`src/rtl/gpio_irq_pkg.sv`:
```
package gpio_irq_pkg;
  parameter int ADDR_W = 8;

  parameter logic [ADDR_W-1:0] OFF_MODE  = 8'h90;
  parameter logic [ADDR_W-1:0] OFF_SENSE = 8'h94;
  parameter logic [ADDR_W-1:0] OFF_ACK   = 8'h98;
  parameter logic [ADDR_W-1:0] OFF_EN    = 8'h9C;
  parameter logic [ADDR_W-1:0] OFF_STAT  = 8'hA0;
  parameter logic [ADDR_W-1:0] OFF_FILT  = 8'hA8;

  typedef enum logic [2:0] {
    RD_NONE, RD_MODE, RD_SENSE, RD_EN, RD_FILT, RD_STAT
  } rdSel_t;

  typedef struct packed {
    logic   wrMode;
    logic   wrSense;
    logic   wrAck;
    logic   wrEn;
    logic   wrFilt;
    rdSel_t rdSel;
  } regStrobe_t;
endpackage

```
`src/rtl/gpio_irq_ctrl.sv`:
```
module gpio_irq_ctrl
  import gpio_irq_pkg::*;
(
  input  logic [ADDR_W-1:0] regAddr,
  input  logic              regWr,
  output regStrobe_t        strobe
);
  always_comb begin
    strobe = '0;
    case (regAddr)
      OFF_MODE:  begin strobe.wrMode  = regWr; strobe.rdSel = RD_MODE;  end
      OFF_SENSE: begin strobe.wrSense = regWr; strobe.rdSel = RD_SENSE; end
      OFF_ACK:   begin strobe.wrAck   = regWr; strobe.rdSel = RD_NONE;  end
      OFF_EN:    begin strobe.wrEn    = regWr; strobe.rdSel = RD_EN;    end
      OFF_FILT:  begin strobe.wrFilt  = regWr; strobe.rdSel = RD_FILT;  end
      OFF_STAT:  strobe.rdSel = RD_STAT;
      default:   strobe.rdSel = RD_NONE;
    endcase
  end
endmodule

```
`src/rtl/gpio_irq_filter.sv`:
```
module gpio_irq_filter #(
  parameter int DB_TICKS = 3
) (
  input  logic clk,
  input  logic rstN,
  input  logic raw,
  input  logic tick,
  input  logic enable,
  output logic filt
);
  localparam int CNT_W = $clog2(DB_TICKS + 1);
  localparam logic [CNT_W-1:0] LAST = CNT_W'(DB_TICKS - 1);

  logic [CNT_W-1:0] cnt;

  always_ff @(posedge clk or negedge rstN) begin
    if (!rstN) begin
      filt <= 1'b0;
      cnt  <= '0;
    end else if (!enable) begin
      filt <= raw;
      cnt  <= '0;
    end else if (raw == filt) begin
      cnt <= '0;
    end else if (tick) begin
      if (cnt == LAST) begin
        filt <= raw;
        cnt  <= '0;
      end else begin
        cnt <= cnt + 1'b1;
      end
    end
  end
endmodule

```
`src/rtl/gpio_irq_datapath.sv`:
```
module gpio_irq_datapath
  import gpio_irq_pkg::*;
#(
  parameter int NUM_PINS = 8,
  parameter int DB_TICKS = 3
) (
  input  logic                clk,
  input  logic                rstN,
  input  regStrobe_t          strobe,
  input  logic [NUM_PINS-1:0] wdata,
  input  logic [NUM_PINS-1:0] pinIn,
  input  logic                dbTick,
  output logic [NUM_PINS-1:0] rdata,
  output logic [NUM_PINS-1:0] irqVec
);
  logic [NUM_PINS-1:0] modeQ, senseQ, enQ, filtEnQ, pendQ, prevQ;
  logic [NUM_PINS-1:0] filtVal, detVal, edgeHit, levelHit, ackMask, edgeArm;

  for (genvar i = 0; i < NUM_PINS; i++) begin : g_pin
    gpio_irq_filter #(.DB_TICKS(DB_TICKS)) u_filt (
      .clk    (clk),
      .rstN   (rstN),
      .raw    (pinIn[i]),
      .tick   (dbTick),
      .enable (filtEnQ[i]),
      .filt   (filtVal[i])
    );
  end

  always_comb begin
    detVal   = (filtEnQ & filtVal) | (~filtEnQ & pinIn);
    edgeHit  = (senseQ & detVal & ~prevQ) | (~senseQ & ~detVal & prevQ);
    levelHit = ~(detVal ^ senseQ);
    ackMask  = strobe.wrAck ? wdata : '0;
    edgeArm  = modeQ & enQ;
    irqVec   = enQ & ((modeQ & pendQ) | (~modeQ & levelHit));
  end

  always_ff @(posedge clk or negedge rstN) begin
    if (!rstN) begin
      modeQ   <= '0;
      senseQ  <= '0;
      enQ     <= '0;
      filtEnQ <= '0;
      pendQ   <= '0;
      prevQ   <= '0;
    end else begin
      if (strobe.wrMode)  modeQ   <= wdata;
      if (strobe.wrSense) senseQ  <= wdata;
      if (strobe.wrEn)    enQ     <= wdata;
      if (strobe.wrFilt)  filtEnQ <= wdata;
      prevQ <= detVal;
      pendQ <= ((pendQ & ~ackMask) | edgeHit) & edgeArm;
    end
  end

  always_comb begin
    case (strobe.rdSel)
      RD_MODE:  rdata = modeQ;
      RD_SENSE: rdata = senseQ;
      RD_EN:    rdata = enQ;
      RD_FILT:  rdata = filtEnQ;
      RD_STAT:  rdata = irqVec;
      default:  rdata = '0;
    endcase
  end
endmodule

```
`src/rtl/gpio_irq_port.sv`:
```
module gpio_irq_port
  import gpio_irq_pkg::*;
#(
  parameter int NUM_PINS = 8,
  parameter int DB_TICKS = 3
) (
  input  logic                clk,
  input  logic                rstN,
  input  logic [ADDR_W-1:0]   regAddr,
  input  logic                regWr,
  input  logic [NUM_PINS-1:0] regWdata,
  output logic [NUM_PINS-1:0] regRdata,
  input  logic [NUM_PINS-1:0] pinIn,
  input  logic                dbTick,
  output logic                irqOut,
  output logic [NUM_PINS-1:0] irqVec
);
  regStrobe_t strobe;

  gpio_irq_ctrl u_ctrl (
    .regAddr (regAddr),
    .regWr   (regWr),
    .strobe  (strobe)
  );

  gpio_irq_datapath #(.NUM_PINS(NUM_PINS), .DB_TICKS(DB_TICKS)) u_dp (
    .clk    (clk),
    .rstN   (rstN),
    .strobe (strobe),
    .wdata  (regWdata),
    .pinIn  (pinIn),
    .dbTick (dbTick),
    .rdata  (regRdata),
    .irqVec (irqVec)
  );

  assign irqOut = |irqVec;
endmodule

```
`config.mk`:
```
export PLATFORM = sky130hd
export DESIGN_NAME = gpio_irq_port
export DESIGN_NICKNAME = d
export VERILOG_FILES = /design/src/rtl/gpio_irq_pkg.sv /design/src/rtl/gpio_irq_ctrl.sv /design/src/rtl/gpio_irq_filter.sv /design/src/rtl/gpio_irq_datapath.sv /design/src/rtl/gpio_irq_port.sv
export SDC_FILE = /design/constraint.sdc
export NUM_CORES = 1
export LEC_CHECK = 0
export BUFFER_PORTS_ARGS = -buffer_cell sky130_fd_sc_hd__buf_4
export CAP_MARGIN = 20
export CORE_AREA = 2 2 109 111
export CTS_CLUSTER_DIAMETER = 50
export DETAILED_ROUTE_END_ITERATION = 10
export DIE_AREA = 0 0 111 113
export PLACE_DENSITY_LB_ADDON = 0.2
export SLEW_MARGIN = 15
export SYNTH_ARGS = -nofsm -noshare
export SYNTH_HDL_FRONTEND = slang
export SYNTH_SLANG_ARGS = --single-unit
```
`constraint.sdc`:
```
create_clock -name clk -period 3.3 [get_ports clk]
set_input_delay 0.495 -clock clk [delete_from_list [all_inputs] [get_ports clk]]
set_output_delay 0.495 -clock clk [all_outputs]
set_load 0.05 [all_outputs]
```
# Word level (Yosys, flattened, before mapping)

Index checks and enable logic that the tools add are counted.

Flip-flop bits (word level): 72
Logic and storage cells: 194

Reduce and logical (&&, ||, !) cells: 9
Add/subtract/negate cells: 8
Mux-type cells: 72
Eq/ne operators: 59
Bitwise logic cells: 24

Operators by type and width:

| cell                | number |
|---|---|
| $and 8x8->8         | 12 |
| $mux 2              | 32 |
| $not 8->8           | 7 |
| $eq 8x8->1 const B  | 6 |
| $ne 2x2->1 const B  | 24 |
| $pmux 8 s5          | 1 |
| $mux 1              | 37 |
| $or 8x8->8          | 4 |
| $ne 3x3->1 const B  | 8 |
| $reduce_and 3->1    | 8 |
| $add 2x1->2 const B | 8 |
| $eq 2x2->1 const B  | 8 |
| $pmux 3 s5          | 1 |
| $eq 1x1->1          | 8 |
| $mux 8              | 1 |
| $reduce_or 8->1     | 1 |
| $xor 8x8->8         | 1 |
| $eq 3x2->1 const B  | 2 |
| $eq 3x3->1 const B  | 2 |
| $eq 3x1->1 const B  | 1 |

# Longest topological paths before layout

Gate-level depths: netlist (run 1).

Word-level depth: 9
Gate-level depth with buffers: 6

# Hierarchy

A second synthesis (run 1) with hierarchy kept.

Cells, all modules: 400
Area total of the unflattened synthesis: 4,205.3 um2

Modules (own cells, without submodules):

| module            | times used | cells an instance | area each (um2) |
|---|---|---|---|
| gpio_irq_datapath | 1          | 258               | 2,703.8 |
| gpio_irq_filter   | 8          | 15                | 170.2 |
| gpio_irq_ctrl     | 1          | 19                | 123.9 |
| gpio_irq_port     | 1          | 3                 | 16.3 |

# Worst setup path after synthesis (run 1)

OpenSTA, ideal clock, no wires.

Path kind: input-to-output
Start: in pinIn[5]
End: out regRdata[5]
Data required time: 2,805 ps
Slack: -913 ps
Buffers on the path: 0
Cell stages on the path: 6
Arrival: 3,718 ps
Cell sequence: mux2i_1 > ha_1 > or2_2 > a21boi_0 > mux2i_1 > o21ai_0

Word-level cells in the longest chain between the ends: 8

RTL lines:

| what          | line                    | source |
|---|---|---|
| from (decl)   | gpio_irq_port.sv:13     | `input logic [NUM_PINS-1:0] pinIn,` |
| $and 8x8->8   | gpio_irq_datapath.sv:31 | `detVal = (filtEnQ & filtVal) \| (~filtEnQ & pinIn);` |
| $or 8x8->8    | gpio_irq_datapath.sv:31 |  |
| $xor 8x8->8   | gpio_irq_datapath.sv:33 | `levelHit = ~(detVal ^ senseQ);` |
| $not 8->8     | gpio_irq_datapath.sv:33 |  |
| $and 8x8->8   | gpio_irq_datapath.sv:36 | `irqVec = enQ & ((modeQ & pendQ) \| (~modeQ & levelHit));` |
| $or 8x8->8    | gpio_irq_datapath.sv:36 |  |
| $and 8x8->8   | gpio_irq_datapath.sv:36 |  |
| net irqVec[5] | gpio_irq_port.sv:16     | `output logic [NUM_PINS-1:0] irqVec` |
| $pmux 8 s5    | gpio_irq_datapath.sv:58 | `case (strobe.rdSel)` |
| to (decl)     | gpio_irq_port.sv:12     | `output logic [NUM_PINS-1:0] regRdata,` |

The timed path passes the listed nets, and every way through them passes these cells.

# Worst setup path in the final report (run 1)

Start: reg u_dp.filtEnQ[5]
End: out regRdata[5]

Word-level cells in the longest chain between the ends: 9
Elaborated cells between the ends (all ways): 10
Those cells by class: mux: 1; bitwise: 9

RTL lines:

| what                   | line                    | source |
|---|---|---|
| from (decl)            | gpio_irq_datapath.sv:16 | `logic [NUM_PINS-1:0] modeQ, senseQ, enQ, filtEnQ, pendQ, prevQ;` |
| from (signal assigned) | gpio_irq_datapath.sv:51 | `if (strobe.wrFilt) filtEnQ <= wdata;` |
| $not 8->8              | gpio_irq_datapath.sv:31 |  |
| $and 8x8->8            | gpio_irq_datapath.sv:31 |  |
| $or 8x8->8             | gpio_irq_datapath.sv:31 |  |
| $xor 8x8->8            | gpio_irq_datapath.sv:33 |  |
| $not 8->8              | gpio_irq_datapath.sv:33 |  |
| $and 8x8->8            | gpio_irq_datapath.sv:36 |  |
| $or 8x8->8             | gpio_irq_datapath.sv:36 |  |
| $and 8x8->8            | gpio_irq_datapath.sv:36 |  |
| $pmux 8 s5 (*)         | gpio_irq_datapath.sv:58 |  |

Every way passes the cells marked *; elsewhere a longest branch is shown, timed or not.

==> impl_metrics.tcl, run 1 <==
set metrics [dict create \
    ys_ff_latch 72 \
    critPathMaxFanout 5 \
    grt_setup_unrepaired "no" \
    cp-end-kind "output pin" \
    critPathKind "flop to output pin" \
    clk_latency_ns 0.33 \
    dieArea_sq_um 12500 \
    drive_gt1_share_pct 28.6 \
    p_seq_share_pct 46.8 \
    async_flop_share_pct 100 \
    drt-initial-drc-count 118 \
    period_share_pct 89.4 \
    grt_start_max_net_pins 73 \
    final_core_util_pct 40.8 \
    grt_pass1_vias 2926 \
    hold_violations 0 \
    swShare_pct 24.3 \
    overflow 0 \
    cts.root.buffer_cell "clkbuf_16" \
    die_x_microns 111 \
    leakage_nw 2.12 \
    skew_ns 0.00375 \
    clkPwrFrac_pct 42.5 \
    p_comb_share_pct 10.7 \
    placementRows 39 \
    cp.required_ns 2.80 \
    syn_area_sq_um 3880 \
    maxSlewViolCount 0 \
    vias_per_cell 5.04 \
    setup_viol 0 \
    cts_sinks 72 \
    antenna_cells 0 \
    power_density_nw_per_um2 439 \
    syn_avg_cell_area_sq_um 10.5 \
    slowest_delay_ns 0.46 \
    start_util_pct 34.5 \
    io_pins 45 \
    synth_edf_count 0 \
    area_delta_synth_final_pct 18.4 \
    p_int_mw 1.53 \
    htree_levels 3 \
    cts.repair.resized 0 \
    power.switching_uw 490 \
    hpwl_microns 6520 \
    cp_top_family "flip-flops" \
    crit_slowest_cell "dfrtp_1" \
    max_freq_mhz 339 \
    synthCells 369 \
    drv_cap 0 \
    fp.dieH_microns 113 \
    ys_seq_area_share_pct 46.4 \
    cts_buffers 9 \
    setup_ws_ns 0.349 \
    hold_path.class "input pin to asynchronous set/reset pin" \
    ant_nets 0 \
    rr_worst_depth 5 \
    drcViolationCount 0 \
    ir_drop_mv 0.300 \
    drt_wl_total_microns 9180 \
    timing.rr.start "u_dp.filtEnQ[6]$_DFFE_PN0P_" \
    num_vias 2832 \
    wl_per_cell_microns 16.3 \
    yosysWarnings 0 \
    cts.path.max_buffers 2 \
    worstMarginPinSlew_ns 0.928 \
    status "completed" \
    grt_pass1_wl_microns 15300 \
    ys_types 35 \
    portBuffers 44 \
    setup_tns_ns 0 \
    crit_buf_inv 1 \
    r2r_end "u_dp.pendQ[6]$_DFF_PN0_" \
    max_slew_margin_pct 38.2 \
    regToRegSetupSlack_ns 1.85 \
    synth_fp_nets 413 \
    synthFlopType "dfrtp_1" \
    cts_hold_buf 0 \
    finalNetCount 460 \
    path_cells "mux2i_1 -> ha_1 -> or2_2 -> a21boi_2 -> mux2i_1 -> o21ai_1 -> buf_4" \
    min_period_ns 2.95 \
    cp.arrival_ns 2.46 \
    drt_pass1_iterations 4 \
    core_sq_um 11300 \
    crit_path_start_kind "flop" \
    dp_slack_ns 0.571 \
    antenna_found_initial 0 \
    cp-startpoint "u_dp.filtEnQ[5]$_DFFE_PN0P_" \
    clkTransAtPathRegs_ns 0.06 \
    final_common_cell "dfrtp_1" \
    cts_tree "yes" \
    grt_usage_pct 15.6 \
    cp_common_cell "mux2i_1" \
    n_fill_cell 1101 \
    gp_congestion 0.806 \
    post_cts_buffers 0 \
    final_cell_mix "dfrtp_1 (72), nand2_1 (65), mux2_2 (46), buf_4 (46), a21oi_1 (24)" \
]
## per-stage QoR
stage / power, mW / instances / hold WS, ns / area, sq um
after global placement: 1.18 / 548 / 0.523 / 4340
after detailed placement: 1.18 / 548 / 0.526 / 4340
final: 2.02 / 562 / 0.288 / 4600
after floorplan: 1.08 / 369 / 0.199 / 3890
after CTS: 2.04 / 562 / 0.347 / 4600
after global routing: 2.11 / 562 / 0.382 / 4600
## layout make-up
| cell class | count | area [sq um] | share of cell area (%) |
|---|---|---|---|
| Clock buffer | 13 | 250 | 5.44 |
| Clock inverter | 1 | 5.00 | 0.109 |
| Inverter | 20 | 75.1 | 1.63 |
| Multi-Input combinational cell | 267 | 1940 | 42.2 |
| Sequential cell | 72 | 1800 | 39.2 |
| Tap cell | 143 | 179 | 3.89 |
| Timing Repair Buffer | 46 | 345 | 7.51 |
## sequential cells by signal, summed over array words and instances (netlist names)
name                    cells
u_dp.senseQ                 8
u_dp.prevQ                  8
u_dp.modeQ                  8
u_dp.filtEnQ                8
u_dp.g_pin.u_filt.cnt      16
u_dp.enQ                    8
u_dp.g_pin.u_filt.filt      8
u_dp.pendQ                  8
## metal layers
| metal | track usage (%) | vias to the layer above | routed length, microns |
|---|---|---|---|
| met1 | 20.9 | 1388 | 4440 |
| met4 | 6.67 | 0 | 187 |
| li1 | - | 1379 | - |
| met3 | 2.79 | 13 | 305 |
| met2 | 24.9 | 52 | 4240 |
| met5 | 0 | - | 0 |
## cells in the mapped netlist (3+ instances only)
cell type / number / area share (%)
dfrtp_1: 72 / 46
nand2_1: 65 / 6.3
mux2_2: 46 / 13
a21oi_1: 24 / 3.1
o21ai_0: 21 / 2.7
inv_1: 20 / 1.9
mux2i_1: 18 / 4.6
ha_1: 16 / 5.2
nor2_1: 10 / 0.97
nand3b_1: 8 / 1.5
nor3_1: 8 / 1.0
xor2_1: 8 / 1.8
a21boi_0: 7 / 1.4
or2_2: 7 / 1.1
a22o_1: 6 / 1.4
a22oi_1: 4 / 0.77
buf_2: 4 / 0.52
a32oi_1: 3 / 0.68
clkbuf_1: 3 / 0.29
## kinds of logic (layout without fill, tap and decap cells)
logic type	count (synthesis)	in the layout	synth area share, %
buffers and inverters	30	80	3.77
flip-flops	72	72	46.4
XOR/XNOR	8	8	1.80
AO/OA/AOI/OAI	67	67	10.4
AND/OR/NAND/NOR	112	112	14.5
adder cells (fa/ha/maj)	16	16	5.15
multiplexers	64	64	18.0
## worst max-delay path by stage
| stage | slack, ns | depth (start not counted) | endpoint |
|---|---|---|---|
| after floorplan | 0.21 | 6 | regRdata[5] |
| after global placement | 0.54 | 8 | irqOut |
| after CTS | 0.30 | 7 | irqOut |
| after detailed placement | 0.57 | 8 | irqOut |
| final | 0.35 | 7 | regRdata[5] |
| after global routing | 0.18 | 7 | regRdata[5] |
## power by group through the flow
stage	logic, mW	registers (mW)	clock network (mW)
finish	0.215	0.945	0.858
floorplan	0.133	0.951	0
detailed placement	0.219	0.960	0
CTS	0.220	0.945	0.876
global placement	0.216	0.959	0
global route	0.241	0.950	0.917
Power figures use the tool's default switching activity.
==> inputs of run 2 (changes only) <==
Settings changed: CORE_AREA 2 2 109 111 to 2 2 102 104, CTS_CLUSTER_DIAMETER 50 to unset, DIE_AREA 0 0 111 113 to 0 0 104 106.
==> run 2 against run 1 <==
  * Combinational power rose by 3%
  * Power fell by 4.0%
  * Final cell count fell by 0.18%
  * Via count rose by 0.71%
==> impl_metrics.tcl, run 2 (synthesis results as in run 1) <==
set metrics [dict create \
    path_cells "mux2i_1 -> ha_1 -> or2_2 -> a21boi_1 -> nor4_1 -> nand2_1 -> buf_4" \
    critPathMaxFanout 5 \
    regToRegSetupSlack_ns 1.88 \
    dieArea_sq_um 11000 \
    cts_tree "yes" \
    hold_violations 0 \
    hpwl_microns 6370 \
    slowest_delay_ns 0.43 \
    crit_path_start_kind "flop" \
    grt_setup_unrepaired "no" \
    vias_per_cell 5.08 \
    crit_buf_inv 1 \
    cts_hold_buf 0 \
    rr_worst_depth 5 \
    skew_ns 0.00878 \
    worst_hold_slack_ns 0.258 \
    maxSlewViolCount 0 \
    ir_drop_mv 0.195 \
    portBuffers 44 \
    largest_register "u_dp.g_pin.u_filt.cnt" \
    wl_per_cell_microns 16.2 \
    leakage_nw 2.12 \
    cts.path.max_buffers 2 \
    worstMarginPinSlew_ns 0.942 \
    num_vias 2852 \
    cts.repair.resized 0 \
    cp.arrival_ns 2.43 \
    n_fill_cell 967 \
    largest_reg_flops 16 \
    cp_top_family "simple AND/OR/NAND/NOR gates" \
    grt_pass1_wl_microns 14600 \
    setup_viol 0 \
    drcViolationCount 0 \
    drt_wl_total_microns 9060 \
    hold_path.class "input pin to asynchronous set/reset pin" \
    clk_latency_ns 0.35 \
    start_util_pct 38.8 \
    drt_pass1_iterations 4 \
    io_pins 45 \
    grt_pass1_vias 2809 \
    drt-initial-drc-count 86 \
    grt_usage_pct 17.2 \
    max_slew_margin_pct 37.2 \
    min_period_ns 2.92 \
    r2r_end "u_dp.pendQ[7]$_DFF_PN0_" \
    overflow 0 \
    ant_nets 0 \
    critPathKind "flop to output pin" \
    crit_slowest_cell "dfrtp_1" \
    placementRows 37 \
    max_freq_mhz 342 \
    cp-end-kind "output pin" \
    status "completed" \
    clkTransAtPathRegs_ns 0.08 \
    die_x_microns 104 \
    cts_sinks 72 \
    power_density_nw_per_um2 422 \
    final_common_cell "dfrtp_1" \
    fp.dieH_microns 106 \
    grt_start_max_net_pins 73 \
    finalNetCount 464 \
    area_delta_synth_final_pct 18.1 \
    setup_tns_ns 0 \
    drv_cap 0 \
    cp.depth 7 \
    final_cell_mix "dfrtp_1 (72), nand2_1 (65), buf_4 (50)" \
    regArea_sq_um 1800 \
    cts.root.buffer_cell "clkbuf_8" \
    period_share_pct 88.6 \
    core_sq_um 10000 \
    drive_gt1_share_pct 30.1 \
    antenna_found_initial 0 \
    gp_congestion 0.778 \
    post_cts_buffers 0 \
    htree_levels 3 \
    multiInputGateArea_sq_um 1940 \
    timing.rr.start "u_dp.filtEnQ[7]$_DFFE_PN0P_" \
    cp.required_ns 2.80 \
    antenna_cells 0 \
    cts_buffers 9 \
]
-- run 2: cell count changes in the layout (fill, tap and decap cells not counted) --
cell        delta
buf_4          +4
bufinv_16      +2
clkbuf_1       -2
clkbuf_16      -9
clkbuf_8       +9
clkinvlp_4     +2
-- run 2: stage by stage --
step	total power, mW	setup slack, ns	area, sq um	util [%]	std cells
2_1_floorplan	1.08	0.212	3890	-	369
3_3_place_gp	1.18	0.628	4370	43.7	545
3_5_place_dp	1.18	0.581	4370	43.7	545
4_1_cts	1.97	0.359	4590	45.9	561
5_1_grt	2.03	0.281	4590	45.9	561
6_report	1.94	0.375	4590	45.9	561
-- run 2: final cells by class --
cell class | count | share of cell area [%]
clock inverter | 5 | 1.75
sequential | 72 | 39.3
timing repair buffer | 50 | 8.18
tap | 136 | 3.71
multi-input combinational | 267 | 42.4
clock buffer | 11 | 3.08
inverter | 20 | 1.64
-- run 2: power by group --
part	total, mW	internal, mW	switching, mW	leakage (nW)
Clock	0.775	0.445	0.330	0.106
Combinational	0.222	0.0976	0.124	1.06
Sequential	0.941	0.912	0.0286	0.963
Total	1.94	1.45	0.483	2.12
-- run 2: worst max path at each step --
stage / from / to / slack (ns)
after global placement: pinIn[3] / irqOut / 0.63
final: u_dp.filtEnQ[3]$_DFFE_PN0P_ / irqOut / 0.38
after CTS: u_dp.filtEnQ[3]$_DFFE_PN0P_ / irqOut / 0.36
after detailed placement: pinIn[5] / regRdata[5] / 0.58
after global routing: u_dp.filtEnQ[4]$_DFFE_PN0P_ / irqOut / 0.28
after floorplan: pinIn[5] / regRdata[5] / 0.21
-- run 2: metal layers --
| metal | track usage (%) | routed length (microns) |
|---|---|---|
| met4 | 8.01 | 182 |
| met5 | 0 | 0 |
| met3 | 2.58 | 248 |
| met1 | 23.1 | 4450 |
| met2 | 27.4 | 4180 |
